$ cat config.mk
export PLATFORM = sky130hd
export DESIGN_NAME = cdb_parser
export DESIGN_NICKNAME = d
export VERILOG_FILES = /design/src/rtl/cdb_pkg.sv /design/src/rtl/cdb_decode.sv /design/src/rtl/cdb_resp_gen.sv /design/src/rtl/cdb_xfer_ctrl.sv /design/src/rtl/cdb_parser.sv
export SDC_FILE = /design/constraint.sdc
export NUM_CORES = 1
export LEC_CHECK = 0
export ABC_AREA = 1
export BUFFER_PORTS_ARGS = -buffer_cell sky130_fd_sc_hd__buf_2
export CORE_MARGIN = 2
export CORE_UTILIZATION = 44
export CTS_CLUSTER_SIZE = 14
export DETAILED_ROUTE_END_ITERATION = 10
export HOLD_SLACK_MARGIN = 0.12
export PLACE_DENSITY = 0.78
export SYNTH_ARGS = -nofsm -noshare
export SYNTH_HDL_FRONTEND = slang
export SYNTH_HIERARCHICAL = 1
export SYNTH_SLANG_ARGS = --single-unit
$ cat constraint.sdc
create_clock -name clk -period 2.6 [get_ports clk]
set_clock_uncertainty 0.15 [all_clocks]
set_input_delay 0.13 -clock clk [delete_from_list [all_inputs] [get_ports clk]]
set_output_delay 0.13 -clock clk [all_outputs]
set_load 0.02 [all_outputs]
$ cat src/rtl/cdb_pkg.sv
package cdb_pkg;

   typedef enum logic [1:0] {
      PH_NONE     = 2'd0,
      PH_DATA_IN  = 2'd1,
      PH_DATA_OUT = 2'd2,
      PH_STATUS   = 2'd3
   } phase_t;

   typedef enum logic [1:0] {
      SRC_READ = 2'd0,
      SRC_CAP  = 2'd1,
      SRC_INQ  = 2'd2,
      SRC_NONE = 2'd3
   } src_t;

   typedef enum logic [1:0] {
      XS_IDLE = 2'd0,
      XS_DIN  = 2'd1,
      XS_DOUT = 2'd2
   } xstate_t;

   typedef struct packed {
      phase_t next_phase;
      src_t   src;
      logic   err;
      logic   rd;
      logic   wr;
   } decode_t;

   localparam logic [7:0] OP_TEST_READY = 8'h00;
   localparam logic [7:0] OP_READ6      = 8'h08;
   localparam logic [7:0] OP_WRITE6     = 8'h0A;
   localparam logic [7:0] OP_INQUIRY    = 8'h12;
   localparam logic [7:0] OP_MODE_SEL   = 8'h15;
   localparam logic [7:0] OP_CAPACITY   = 8'h25;

   localparam logic [7:0] ST_GOOD  = 8'h00;
   localparam logic [7:0] ST_CHECK = 8'h02;

   localparam int INQ_LEN = 36;
   localparam int INQ_MIN = 6;
   localparam int CAP_LEN = 8;

   // version byte: iso=1 (2b), ecma=1 (3b), ansi=1 (3b)
   localparam logic [7:0] INQ_VERSION = {2'd1, 3'd1, 3'd1};

endpackage

$ cat src/rtl/cdb_decode.sv
module cdb_decode
   import cdb_pkg::*;
#(
   parameter int MAX_BLOCKS  = 64,
   parameter int BLOCK_BYTES = 512,
   parameter int ADDR_W      = 21,
   parameter int LEN_W       = 16
) (
   input  logic [79:0]       cmd,
   output decode_t           dec,
   output logic [ADDR_W-1:0] lba,
   output logic [7:0]        blocks,
   output logic [LEN_W-1:0]  len
);

   logic [7:0]  op;
   logic [7:0]  b4;
   logic [23:0] lba_full;
   logic        cnt_ok;
   logic        unused_bits;

   assign op       = cmd[7:0];
   assign b4       = cmd[39:32];
   assign cnt_ok   = (b4 != 8'd0) && (int'(b4) <= MAX_BLOCKS);
   assign lba      = lba_full[ADDR_W-1:0];
   assign unused_bits = ^{cmd[79:40], lba_full};

   always_comb begin
      dec.next_phase = PH_STATUS;
      dec.src        = SRC_NONE;
      dec.err        = 1'b0;
      dec.rd         = 1'b0;
      dec.wr         = 1'b0;
      lba_full       = '0;
      blocks         = '0;
      len            = '0;
      case (op)
         OP_TEST_READY, OP_MODE_SEL: begin
            dec.next_phase = PH_STATUS;
         end
         OP_READ6, OP_WRITE6: begin
            if (cnt_ok) begin
               lba_full = {cmd[15:8], cmd[23:16], cmd[31:24]};
               blocks   = b4;
               len      = LEN_W'(b4) * LEN_W'(BLOCK_BYTES);
               if (op == OP_READ6) begin
                  dec.next_phase = PH_DATA_IN;
                  dec.src        = SRC_READ;
                  dec.rd         = 1'b1;
               end else begin
                  dec.next_phase = PH_DATA_OUT;
                  dec.wr         = 1'b1;
               end
            end else begin
               dec.err = 1'b1;
            end
         end
         OP_CAPACITY: begin
            dec.next_phase = PH_DATA_IN;
            dec.src        = SRC_CAP;
            len            = LEN_W'(CAP_LEN);
         end
         OP_INQUIRY: begin
            if (int'(b4) < INQ_MIN) begin
               dec.err = 1'b1;
            end else begin
               dec.next_phase = PH_DATA_IN;
               dec.src        = SRC_INQ;
               len = (int'(b4) > INQ_LEN) ? LEN_W'(INQ_LEN) : LEN_W'(b4);
            end
         end
         default: dec.err = 1'b1;
      endcase
   end

endmodule

$ cat src/rtl/cdb_resp_gen.sv
module cdb_resp_gen
   import cdb_pkg::*;
#(
   parameter logic [31:0]  CAP_BLOCKS  = 32'h0000_4000,
   parameter int           BLOCK_BYTES = 512,
   parameter logic [63:0]  VENDOR_ID   = "GENERIC ",
   parameter logic [127:0] PRODUCT_ID  = "BLOCK TARGET    ",
   parameter logic [31:0]  REVISION_ID = "0001"
) (
   input  src_t       src,
   input  logic [5:0] idx,
   input  logic [7:0] media_byte,
   output logic [7:0] byte_o
);

   localparam logic [63:0] CAP_WORD = {CAP_BLOCKS, 32'(BLOCK_BYTES)};

   logic [7:0] inq_tbl [INQ_LEN];
   logic [7:0] cap_tbl [CAP_LEN];

   for (genvar i = 0; i < INQ_LEN; i++) begin : g_inq
      if (i == 2) begin : g_ver
         assign inq_tbl[i] = INQ_VERSION;
      end else if (i < 8) begin : g_hdr
         assign inq_tbl[i] = 8'h00;
      end else if (i < 16) begin : g_vid
         assign inq_tbl[i] = VENDOR_ID[8*(16-i)-1 -: 8];
      end else if (i < 32) begin : g_pid
         assign inq_tbl[i] = PRODUCT_ID[8*(32-i)-1 -: 8];
      end else begin : g_rev
         assign inq_tbl[i] = REVISION_ID[8*(36-i)-1 -: 8];
      end
   end

   for (genvar j = 0; j < CAP_LEN; j++) begin : g_cap
      assign cap_tbl[j] = CAP_WORD[8*(CAP_LEN-j)-1 -: 8];
   end

   always_comb begin
      byte_o = 8'h00;
      case (src)
         SRC_READ: byte_o = media_byte;
         SRC_CAP:  if (int'(idx) < CAP_LEN) byte_o = cap_tbl[idx[2:0]];
         SRC_INQ:  if (int'(idx) < INQ_LEN) byte_o = inq_tbl[idx];
         default:  byte_o = 8'h00;
      endcase
   end

endmodule

$ cat src/rtl/cdb_xfer_ctrl.sv
module cdb_xfer_ctrl
   import cdb_pkg::*;
#(
   parameter int ADDR_W = 21,
   parameter int LEN_W  = 16
) (
   input  logic              clk,
   input  logic              rst_n,
   input  logic              cmd_valid,
   input  decode_t           dec,
   input  logic [ADDR_W-1:0] lba,
   input  logic [7:0]        blocks,
   input  logic [LEN_W-1:0]  len,
   input  logic              din_ready,
   input  logic              rd_valid,
   input  logic              dout_valid,
   output logic              busy,
   output src_t              src_q,
   output logic [LEN_W-1:0]  idx_q,
   output logic              din_valid,
   output logic              rd_ready,
   output logic              dout_ready,
   output phase_t            phase_q,
   output logic [7:0]        status_q,
   output logic              err_q,
   output logic              done_q,
   output logic              rd_req_q,
   output logic              wr_req_q,
   output logic              to_host_q,
   output logic [ADDR_W-1:0] lba_q,
   output logic [7:0]        blocks_q,
   output logic [LEN_W-1:0]  len_q
);

   xstate_t state_q;
   logic    accept;
   logic    beat;
   logic    last;

   assign busy       = (state_q != XS_IDLE);
   assign accept     = cmd_valid && (state_q == XS_IDLE);
   assign din_valid  = (state_q == XS_DIN) && ((src_q != SRC_READ) || rd_valid);
   assign rd_ready   = (state_q == XS_DIN) && (src_q == SRC_READ) && din_ready;
   assign dout_ready = (state_q == XS_DOUT);
   assign beat       = (din_valid && din_ready) || (dout_valid && dout_ready);
   assign last       = (idx_q == len_q - LEN_W'(1));

   always_ff @(posedge clk) begin
      if (!rst_n) begin
         state_q   <= XS_IDLE;
         src_q     <= SRC_NONE;
         idx_q     <= '0;
         phase_q   <= PH_NONE;
         status_q  <= ST_GOOD;
         err_q     <= 1'b0;
         done_q    <= 1'b0;
         rd_req_q  <= 1'b0;
         wr_req_q  <= 1'b0;
         to_host_q <= 1'b0;
         lba_q     <= '0;
         blocks_q  <= '0;
         len_q     <= '0;
      end else begin
         done_q   <= 1'b0;
         rd_req_q <= 1'b0;
         wr_req_q <= 1'b0;
         if (accept) begin
            src_q     <= dec.src;
            idx_q     <= '0;
            phase_q   <= dec.next_phase;
            err_q     <= dec.err;
            rd_req_q  <= dec.rd;
            wr_req_q  <= dec.wr;
            lba_q     <= lba;
            blocks_q  <= blocks;
            len_q     <= len;
            to_host_q <= (dec.next_phase == PH_DATA_IN);
            case (dec.next_phase)
               PH_DATA_IN:  state_q <= XS_DIN;
               PH_DATA_OUT: state_q <= XS_DOUT;
               default: begin
                  state_q  <= XS_IDLE;
                  status_q <= dec.err ? ST_CHECK : ST_GOOD;
                  done_q   <= 1'b1;
               end
            endcase
         end else if (beat) begin
            if (last) begin
               state_q  <= XS_IDLE;
               idx_q    <= '0;
               phase_q  <= PH_STATUS;
               status_q <= ST_GOOD;
               done_q   <= 1'b1;
            end else begin
               idx_q <= idx_q + LEN_W'(1);
            end
         end
      end
   end

endmodule

$ cat src/rtl/cdb_parser.sv
module cdb_parser
   import cdb_pkg::*;
#(
   parameter int           MAX_BLOCKS  = 64,
   parameter int           BLOCK_BYTES = 512,
   parameter int           ADDR_W      = 21,
   parameter logic [31:0]  CAP_BLOCKS  = 32'h0000_4000,
   parameter logic [63:0]  VENDOR_ID   = "GENERIC ",
   parameter logic [127:0] PRODUCT_ID  = "BLOCK TARGET    ",
   parameter logic [31:0]  REVISION_ID = "0001",
   localparam int LEN_RAW = $clog2(MAX_BLOCKS * BLOCK_BYTES + 1),
   localparam int LEN_W   = (LEN_RAW > 6) ? LEN_RAW : 6
) (
   input  logic              clk,
   input  logic              rst_n,
   input  logic              cmd_valid,
   input  logic [79:0]       cmd_bytes,
   output logic              busy,
   output logic [1:0]        phase_req,
   output logic [7:0]        status_byte,
   output logic              cmd_err,
   output logic              done,
   output logic              xfer_to_host,
   output logic [ADDR_W-1:0] blk_addr,
   output logic [7:0]        blk_count,
   output logic [LEN_W-1:0]  byte_count,
   output logic              rd_req,
   output logic              wr_req,
   input  logic              rd_valid,
   input  logic [7:0]        rd_data,
   output logic              rd_ready,
   output logic              din_valid,
   output logic [7:0]        din_data,
   input  logic              din_ready,
   input  logic              dout_valid,
   output logic              dout_ready
);

   if (MAX_BLOCKS < 1 || MAX_BLOCKS > 255) begin : g_bad_max
      $error("cdb_parser: MAX_BLOCKS must lie in 1..255");
   end
   if (BLOCK_BYTES < 1 || (BLOCK_BYTES & (BLOCK_BYTES - 1)) != 0) begin : g_bad_blk
      $error("cdb_parser: BLOCK_BYTES must be a power of two");
   end
   if (ADDR_W < 1 || ADDR_W > 24) begin : g_bad_addr
      $error("cdb_parser: ADDR_W must lie in 1..24");
   end

   decode_t           dec;
   logic [ADDR_W-1:0] dec_lba;
   logic [7:0]        dec_blocks;
   logic [LEN_W-1:0]  dec_len;
   src_t              src_q;
   logic [LEN_W-1:0]  idx_q;
   phase_t            phase_q;
   logic              unused_idx;

   assign unused_idx = ^idx_q;
   assign phase_req  = phase_q;

   cdb_decode #(
      .MAX_BLOCKS (MAX_BLOCKS),
      .BLOCK_BYTES(BLOCK_BYTES),
      .ADDR_W     (ADDR_W),
      .LEN_W      (LEN_W)
   ) u_decode (
      .cmd   (cmd_bytes),
      .dec   (dec),
      .lba   (dec_lba),
      .blocks(dec_blocks),
      .len   (dec_len)
   );

   cdb_xfer_ctrl #(
      .ADDR_W(ADDR_W),
      .LEN_W (LEN_W)
   ) u_ctrl (
      .clk       (clk),
      .rst_n     (rst_n),
      .cmd_valid (cmd_valid),
      .dec       (dec),
      .lba       (dec_lba),
      .blocks    (dec_blocks),
      .len       (dec_len),
      .din_ready (din_ready),
      .rd_valid  (rd_valid),
      .dout_valid(dout_valid),
      .busy      (busy),
      .src_q     (src_q),
      .idx_q     (idx_q),
      .din_valid (din_valid),
      .rd_ready  (rd_ready),
      .dout_ready(dout_ready),
      .phase_q   (phase_q),
      .status_q  (status_byte),
      .err_q     (cmd_err),
      .done_q    (done),
      .rd_req_q  (rd_req),
      .wr_req_q  (wr_req),
      .to_host_q (xfer_to_host),
      .lba_q     (blk_addr),
      .blocks_q  (blk_count),
      .len_q     (byte_count)
   );

   cdb_resp_gen #(
      .CAP_BLOCKS (CAP_BLOCKS),
      .BLOCK_BYTES(BLOCK_BYTES),
      .VENDOR_ID  (VENDOR_ID),
      .PRODUCT_ID (PRODUCT_ID),
      .REVISION_ID(REVISION_ID)
   ) u_resp (
      .src       (src_q),
      .idx       (idx_q[5:0]),
      .media_byte(rd_data),
      .byte_o    (din_data)
   );

endmodule

==> results of run 1 <==
[cell families after synthesis]
family / share of synthesized area [%]
and+or+nand+nor: 40.7
xor gates and xnor gates: 1.96
adders and majority gates: 2.80
muxes: 0.204
buffers and inverters: 12.6
other: 0.153
AOI/OAI and AO/OA: 11.9
DFF: 29.7
[worst max-delay path: stages, from the launching register on]
cell	delay [ns]
dfxtp_1	0.32
inv_1	0.15
ha_1	0.35
nand2_2	0.14
nor2_4	0.19
nand2_1	0.08
nand2_2	0.09
nand3_2	0.08
nor3_4	0.22
nand3_4	0.17
nand2_4	0.24
nor2_1	0.08
[state kept, by name (all words and copies together), names as in the netlist]
| name | cells |
|---|---|
| u_ctrl/idx_q | 16 |
| u_ctrl/phase_q | 2 |
| u_ctrl/to_host_q | 1 |
| u_ctrl/blocks_q | 8 |
| u_ctrl/rd_req_q | 1 |
| u_ctrl/done_q | 1 |
| u_ctrl/src_q | 2 |
| u_ctrl/len_q | 16 |
| u_ctrl/lba_q | 21 |
| u_ctrl/err_q | 1 |
| u_ctrl/status_q | 1 |
| u_ctrl/wr_req_q | 1 |
| u_ctrl/state_q | 2 |
[final timing paths]
check | slack [ns] | cells after the start | startpoint | end
setup / recovery | 0.21 | 11 | u_ctrl/len_q[0]$_SDFFE_PN0P_ | u_ctrl/idx_q[15]$_SDFFE_PP0P_
hold / removal | 0.15 | 5 | cmd_bytes[37] | u_ctrl/len_q[5]$_SDFFE_PN0P_
setup reg to reg | 0.21 | 11 | u_ctrl/len_q[0]$_SDFFE_PN0P_ | u_ctrl/idx_q[15]$_SDFFE_PP0P_
hold reg to reg | 0.33 | 1 | u_ctrl/lba_q[8]$_SDFFE_PN0P_ | u_ctrl/lba_q[8]$_SDFFE_PN0P_
[report_power, final]
| part | total [uW] | leakage, uW | internal [uW] | switching, uW |
|---|---|---|---|---|
| sequential | 1140 | 0.000590 | 1130 | 8.13 |
| clock | 949 | 0.000100 | 463 | 486 |
| combinational | 310 | 0.00230 | 122 | 188 |
[stage by stage]
stage,hold slack (ns),power (uW),setup WS (ns),std cells
after global routing,0.178,2490,0.0199,1002
after floorplan,0.114,1360,0.437,723
final,0.150,2390,0.213,1002
after CTS,0.135,2410,0.207,1002
after detailed placement,0.285,1430,0.221,957
after global placement,0.281,1430,0.289,957
[cell type report]
type / instances / area, um2 / share of cell area [%]
flip-flops and latches: 73 / 1460 / 24.1
well taps: 140 / 175 / 2.89
multi-input cells: 515 / 2890 / 47.6
inverters: 105 / 394 / 6.50
clock inverters: 7 / 85.1 / 1.40
clock buffers: 9 / 124 / 2.04
repair buffers: 153 / 933 / 15.4
[layout by cell type, fill, tap and decap left out, types with 7 or more instances in the layout]
cell           count
nand2_1          184
buf_2            115
inv_1            100
dfxtp_1           73
nor2_1            66
nand3_1           48
a22o_1            35
dlygate4sd3_1     29
o21ai_0           24
nor3b_2           18
nor2_2            17
a21oi_1           15
nor3_2            12
ha_1              11
conb_1            11
nand4_1           10
nor3_1            10
clkbuf_8           9
buf_4              9
nor2_4             7
nand2_2            7
[per-layer routing]
metal,vias to the layer above,share of wire [%]
met2,163,47
li1,2553,-
met1,2216,44
met5,-,0
met4,0,1.4
met3,17,7.2
[what timing repair did]
action / 4_1_cts / 5_1_grt
gates resized for setup: 0 / 0
buffers inserted: 0 / 0
hold buffers: 29 / 0
hold endpoints to repair: 37 / 0
==> metrics.md, run 1 <==
| Metric | Value |
|---|---|
| Crit end category | flip-flop |
| Skew-Pair Late Insertion Delay | 0.35 ns |
| Post-synth EDFFs | 0 |
| Initial antenna violation count | 0 |
| Number of global-route vias before repair | 4531 |
| Sinks on Clock Net | 73 |
| Fin nets | 962 |
| Post-Synthesis Cells | 714 |
| Yosys top cell by area | dfxtp_1 |
| Final Cycle Share | 91.8% |
| Core Rows | 38 |
| Met1 Use GR | 28.4% |
| Asr flop ratio synth | 0% |
| DIE AREA | 12000 um2 |
| Final wirelength | 12900 um |
| Final ANT Viol Nets | 0 |
| Starting Density | a little under half |
| Sum Neg Setup Slack | 0 ns |
| Violation count after the first detailed-route iteration | ~230 |
| Cells taking the most area after synthesis | dfxtp_1 (30%), nand2_1 (14%), inv_1 (7.6%), a22o_1 (6.2%), nor2_1 (5.1%) |
| RSZ-0062 raised after global routing | no |
| Post-route cell area | 6060 um2 |
| Clock Path Buffers | 2 |
| Maximum fanout along the worst path | 12 |
| Number of buffers inserted by port buffering | 115 |
| Arr. time, crit path | 2.47 ns |
| Worst-path clk slew | 0.09 ns |
| FMAX | between 400 and 500 MHz |
| Layout cells sized above 1 | 24.7% |
| Measured slew at the worst slew-check pin | between 0.9 and 1 ns |
| Layout Utilization | 55.7% |
| Via density | 4.94 |
| GRT Overall Usage | 21.9% |
| Routed len/inst | approximately 13 um |
| Core area | 10900 um2 |
| CTS tree | done |
| Synth cell types | 43 |
| Met2 usage | 36.9% |
| Aggregate global routing overflow | 0 |
| Most common cell in the netlist | nand2_1 |
| Synthesized area per cell | 6.88 um2 |
| Synth warn | 6 |
| Top Usage Layer GRT | met2 |
| Top cell type's share of synthesized area | 29.7% |
| Static Leak | approximately 0.003 uW |
| DR pass1 iterations | 6 |
| Post-synthesis sequential area ratio | between 20 and 30% |
| Grt met3 use | around 5.0% |
| Setup Crit Path Kind | flip-flop to flip-flop |
| Largest net degree at the start of global routing | 24 |
| DPL Wire Length | 9430 um |
| Layout area overhead | 23.4% |
| Min Clock Period, post-route | 2.39 ns |
| Relative slew slack | around 39% |
| First-pass GRT wire length | 21000 um |
| Fillcell total | approximately 990 |
| Total number of vias | 4949 |
| Inserted Clock Buffers | 9 |
| Maximum vdd drop | between 300 and 400 uV |
| Register bit count reported by yosys | 73 |
| Cell area after synthesis | 4910 um2 |
| Main synth FF type | dfxtp_1 |
| WP data required | 2.68 ns |
| Num ports | 166 |
| Die Ht | roughly 110 um |
| ANT cells | 0 |
| Hold Vio Cnt, Final | 0 |
| Clock root cell | clkbuf_8 |
| Max_cap viols | 0 |
| Status | finished clean |
| Drc violations | 0 |
| H-tree Lvls | 3 |
| RD Place Congestion | 0.930 |
| Worst min path class | input port to flip-flop |
| Pins Over Slew Limit | 0 |
| PD cells | 395 nW/um2 |
| Post-synth top cells | nand2_1 (184), inv_1 (100), dfxtp_1 (73) |
| Die outline width | 110 um |
| # setup viols final | 0 |
| Placed inst area | 5560 um2 |
| CP startpoint kind | flip-flop |
(Power assumes the default switching activity.)
==> run 2: changes to the inputs <==
--- a/config.mk
+++ b/config.mk
@@ -12,8 +12,9 @@
 export CTS_CLUSTER_SIZE = 14
 export DETAILED_ROUTE_END_ITERATION = 10
 export HOLD_SLACK_MARGIN = 0.12
-export PLACE_DENSITY = 0.78
+export PLACE_DENSITY_LB_ADDON = 0.12
 export SYNTH_ARGS = -nofsm -noshare
 export SYNTH_HDL_FRONTEND = slang
 export SYNTH_HIERARCHICAL = 1
 export SYNTH_SLANG_ARGS = --single-unit
+export TNS_END_PERCENT = 5
==> metrics.md, run 2 (synthesis gave the netlist of run 1 again) <==
| Metric | Value |
|---|---|
| Status | finished clean |
| First-pass GRT wire length | 21800 um |
| Layout cells sized above 1 | about 24% |
| Worst-path clk slew | 0.09 ns |
| ANT cells | 0 |
| Die outline width | 110 um |
| GRT Overall Usage | 22.8% |
| Reg2Reg Setup Slack | 0.23 ns |
| Maximum fanout along the worst path | 12 |
| Final Cycle Share | between 90% and 100% |
| Final wirelength | 13200 um |
| Biggest regs | u_ctrl/lba_q (21), u_ctrl/idx_q (16), u_ctrl/len_q (16) |
| DRT met1 WL | 6050 um |
| Via density | 5.02 |
| Highest routed metal layer | met4 |
| Die Ht | 110 um |
| Area occupied by multi-input gates | 2890 um2 |
| Starting Density | 45.1% |
| Drc violations | 0 |
| # setup viols final | 0 |
| RSZ-0062 raised after global routing | no |
| Total number of vias | approximately 5000 |
| Reg2reg end | u_ctrl/idx_q[15]$_SDFFE_PP0P_ |
| Fin nets | 955 |
| Maximum vdd drop | about 250 uV |
| DR pass1 iterations | 5 |
| Finished Layout Cells | ~1000 |
| Crit end category | flip-flop |
| Measured slew at the worst slew-check pin | 0.591 ns |
| Core area | 10900 um2 |
| Max reg flops | 21 |
| Layout area overhead | 22.8% |
| Commonest cells after routing, fill and taps aside | nand2_1 (184), buf_2 (115), inv_1 (100) |
| Final ANT Viol Nets | 0 |
| Relative slew slack | 60.4% |
| Crit. Startpoint | u_ctrl/len_q[0]$_SDFFE_PN0P_ |
| Metal2 WL | 6280 um |
| Routed len/inst | 13.3 um |
| Violation count after the first detailed-route iteration | roughly 270 |
| Leading cell type in the layout, fill and taps excluded | nand2_1 |
| Fillcell total | 1083 |
| Initial antenna violation count | 0 |
| Sinks on Clock Net | 73 |
| Num ports | between 150 and 200 |
| Worst setup path endpoint | u_ctrl/idx_q[15]$_SDFFE_PP0P_ |
| Pins Over Slew Limit | 0 |
| RD Place Congestion | 0.855 |
| Worst Reg-to-Reg Cells | 13 |
| Inserted Clock Buffers | 9 |
| Max_cap viols | 0 |
| Hold Vio Cnt, Final | 0 |
| Sum Neg Setup Slack | 0 ns |
| CP startpoint kind | flip-flop |
| Biggest register | u_ctrl/lba_q |
| Static Leak | 0.00298 uW |
| CTS tree | done |
| Min Clock Period, post-route | 2.37 ns |
| PostCTS Resize Cnt | 0 |
| Clock root cell | clkbuf_8 |
| Largest net degree at the start of global routing | 34 |
| Clock Path Buffers | 2 |
| Number of global-route vias before repair | around 4700 |
| DPL Wire Length | 9680 um |
| PD cells | 410 nW/um2 |
| DIE AREA | about 12000 um2 |
| Worst min path class | input port to flip-flop |
| Skew-Pair Late Insertion Delay | 0.35 ns |
| WL met3 | 729 um |
| WP data required | 2.69 ns |
| Register Area | around 1500 um2 |
| Arr. time, crit path | 2.46 ns |
| Number of buffers inserted by port buffering | between 100 and 150 |
| FMAX | 422 MHz |
| Core Rows | 38 |
| Setup Crit Path Kind | flip-flop to flip-flop |
| H-tree Lvls | 3 |
| Aggregate global routing overflow | 0 |
| Critical R2R Launch | u_ctrl/len_q[0]$_SDFFE_PN0P_ |
| Placed Instances | 952 |
run 2: changes by cell type in the layout (fill, tap and decap cells not counted):
cell           previous run  this run
buf_12                    0         1
clkinvlp_4                2         1
bufinv_16                 1         2
dlygate4sd3_1            29        27
clkinv_4                  0         2
buf_4                     9         3
inv_8                     2         0
run 2: worst max-delay path: stages (launching register included):
cell and delay, ns:
dfxtp_1 0.33, inv_1 0.14, ha_1 0.35, nand2_2 0.13, nor2_4 0.19, nand2_1 0.07
nand2_1 0.06, nand2_1 0.06, nor2_1 0.08, nand2_1 0.09, nor2_4 0.13, nand3_4 0.16
nand2_4 0.24, nor2_1 0.07
run 2: per-layer routing:
| layer | track usage [%] | up-vias |
|---|---|---|
| met3 | 5.04 | 14 |
| li1 | - | 2543 |
| met4 | 6.69 | 0 |
| met1 | 28.6 | 2287 |
| met5 | 0 | - |
| met2 | 39.2 | 150 |
run 2: where the power goes:
part           switching, uW  total (uW)  internal [uW]
clock network            478        1030            550
logic                    188         307            119
registers               9.29        1140           1130
total                    676        2470           1800
run 2: cell type report:
| cell class | count | share of cell area [%] |
|---|---|---|
| well taps | 140 | 2.90 |
| inverters | 105 | 6.53 |
| multi-input cells | 515 | 47.9 |
| flip-flops and latches | 73 | 24.2 |
| repair buffers | 146 | 14.7 |
| clock buffers | 9 | 2.05 |
| clock inverters | 7 | 1.70 |
run 2: stage by stage:
stage / area (um2) / hold slack [ns] / total power (uW) / util, % / worst slack [ns]
finish: 6030 / 0.132 / 2470 / 55.4 / 0.228
global route: 6030 / 0.137 / 2580 / 55.4 / 0.00239
CTS: 6030 / 0.122 / 2490 / 55.4 / 0.225
detailed placement: 5540 / 0.300 / 1440 / 50.9 / 0.249
global placement: 5540 / 0.287 / 1430 / 50.9 / 0.276
floorplan: 4950 / 0.114 / 1360 / - / 0.437
run 2: repair_timing:
| action | CTS | global route |
|---|---|---|
| buffers inserted | 0 | 0 |
| hold endpoints to repair | 33 | 0 |
| endpoints found under the setup margin | 0 | 0 |
| hold buffers | 27 | 0 |
run 2: worst min-delay path by stage:
| stage | start | endpoint | slack, ns | depth (start not counted) |
|---|---|---|---|---|
| 4_1_cts | cmd_bytes[34] | u_ctrl/len_q[11]$_SDFFE_PN0P_ | 0.12 | 5 |
| 3_3_place_gp | rst_n | u_ctrl/state_q[1]$_SDFFE_PN0P_ | 0.29 | 3 |
| 6_report | cmd_bytes[34] | u_ctrl/len_q[11]$_SDFFE_PN0P_ | 0.13 | 5 |
| 3_5_place_dp | rst_n | u_ctrl/state_q[1]$_SDFFE_PN0P_ | 0.30 | 3 |
| 5_1_grt | cmd_bytes[34] | u_ctrl/len_q[11]$_SDFFE_PN0P_ | 0.14 | 5 |
| 2_1_floorplan | rst_n | u_ctrl/state_q[0]$_SDFFE_PN0P_ | 0.11 | 2 |
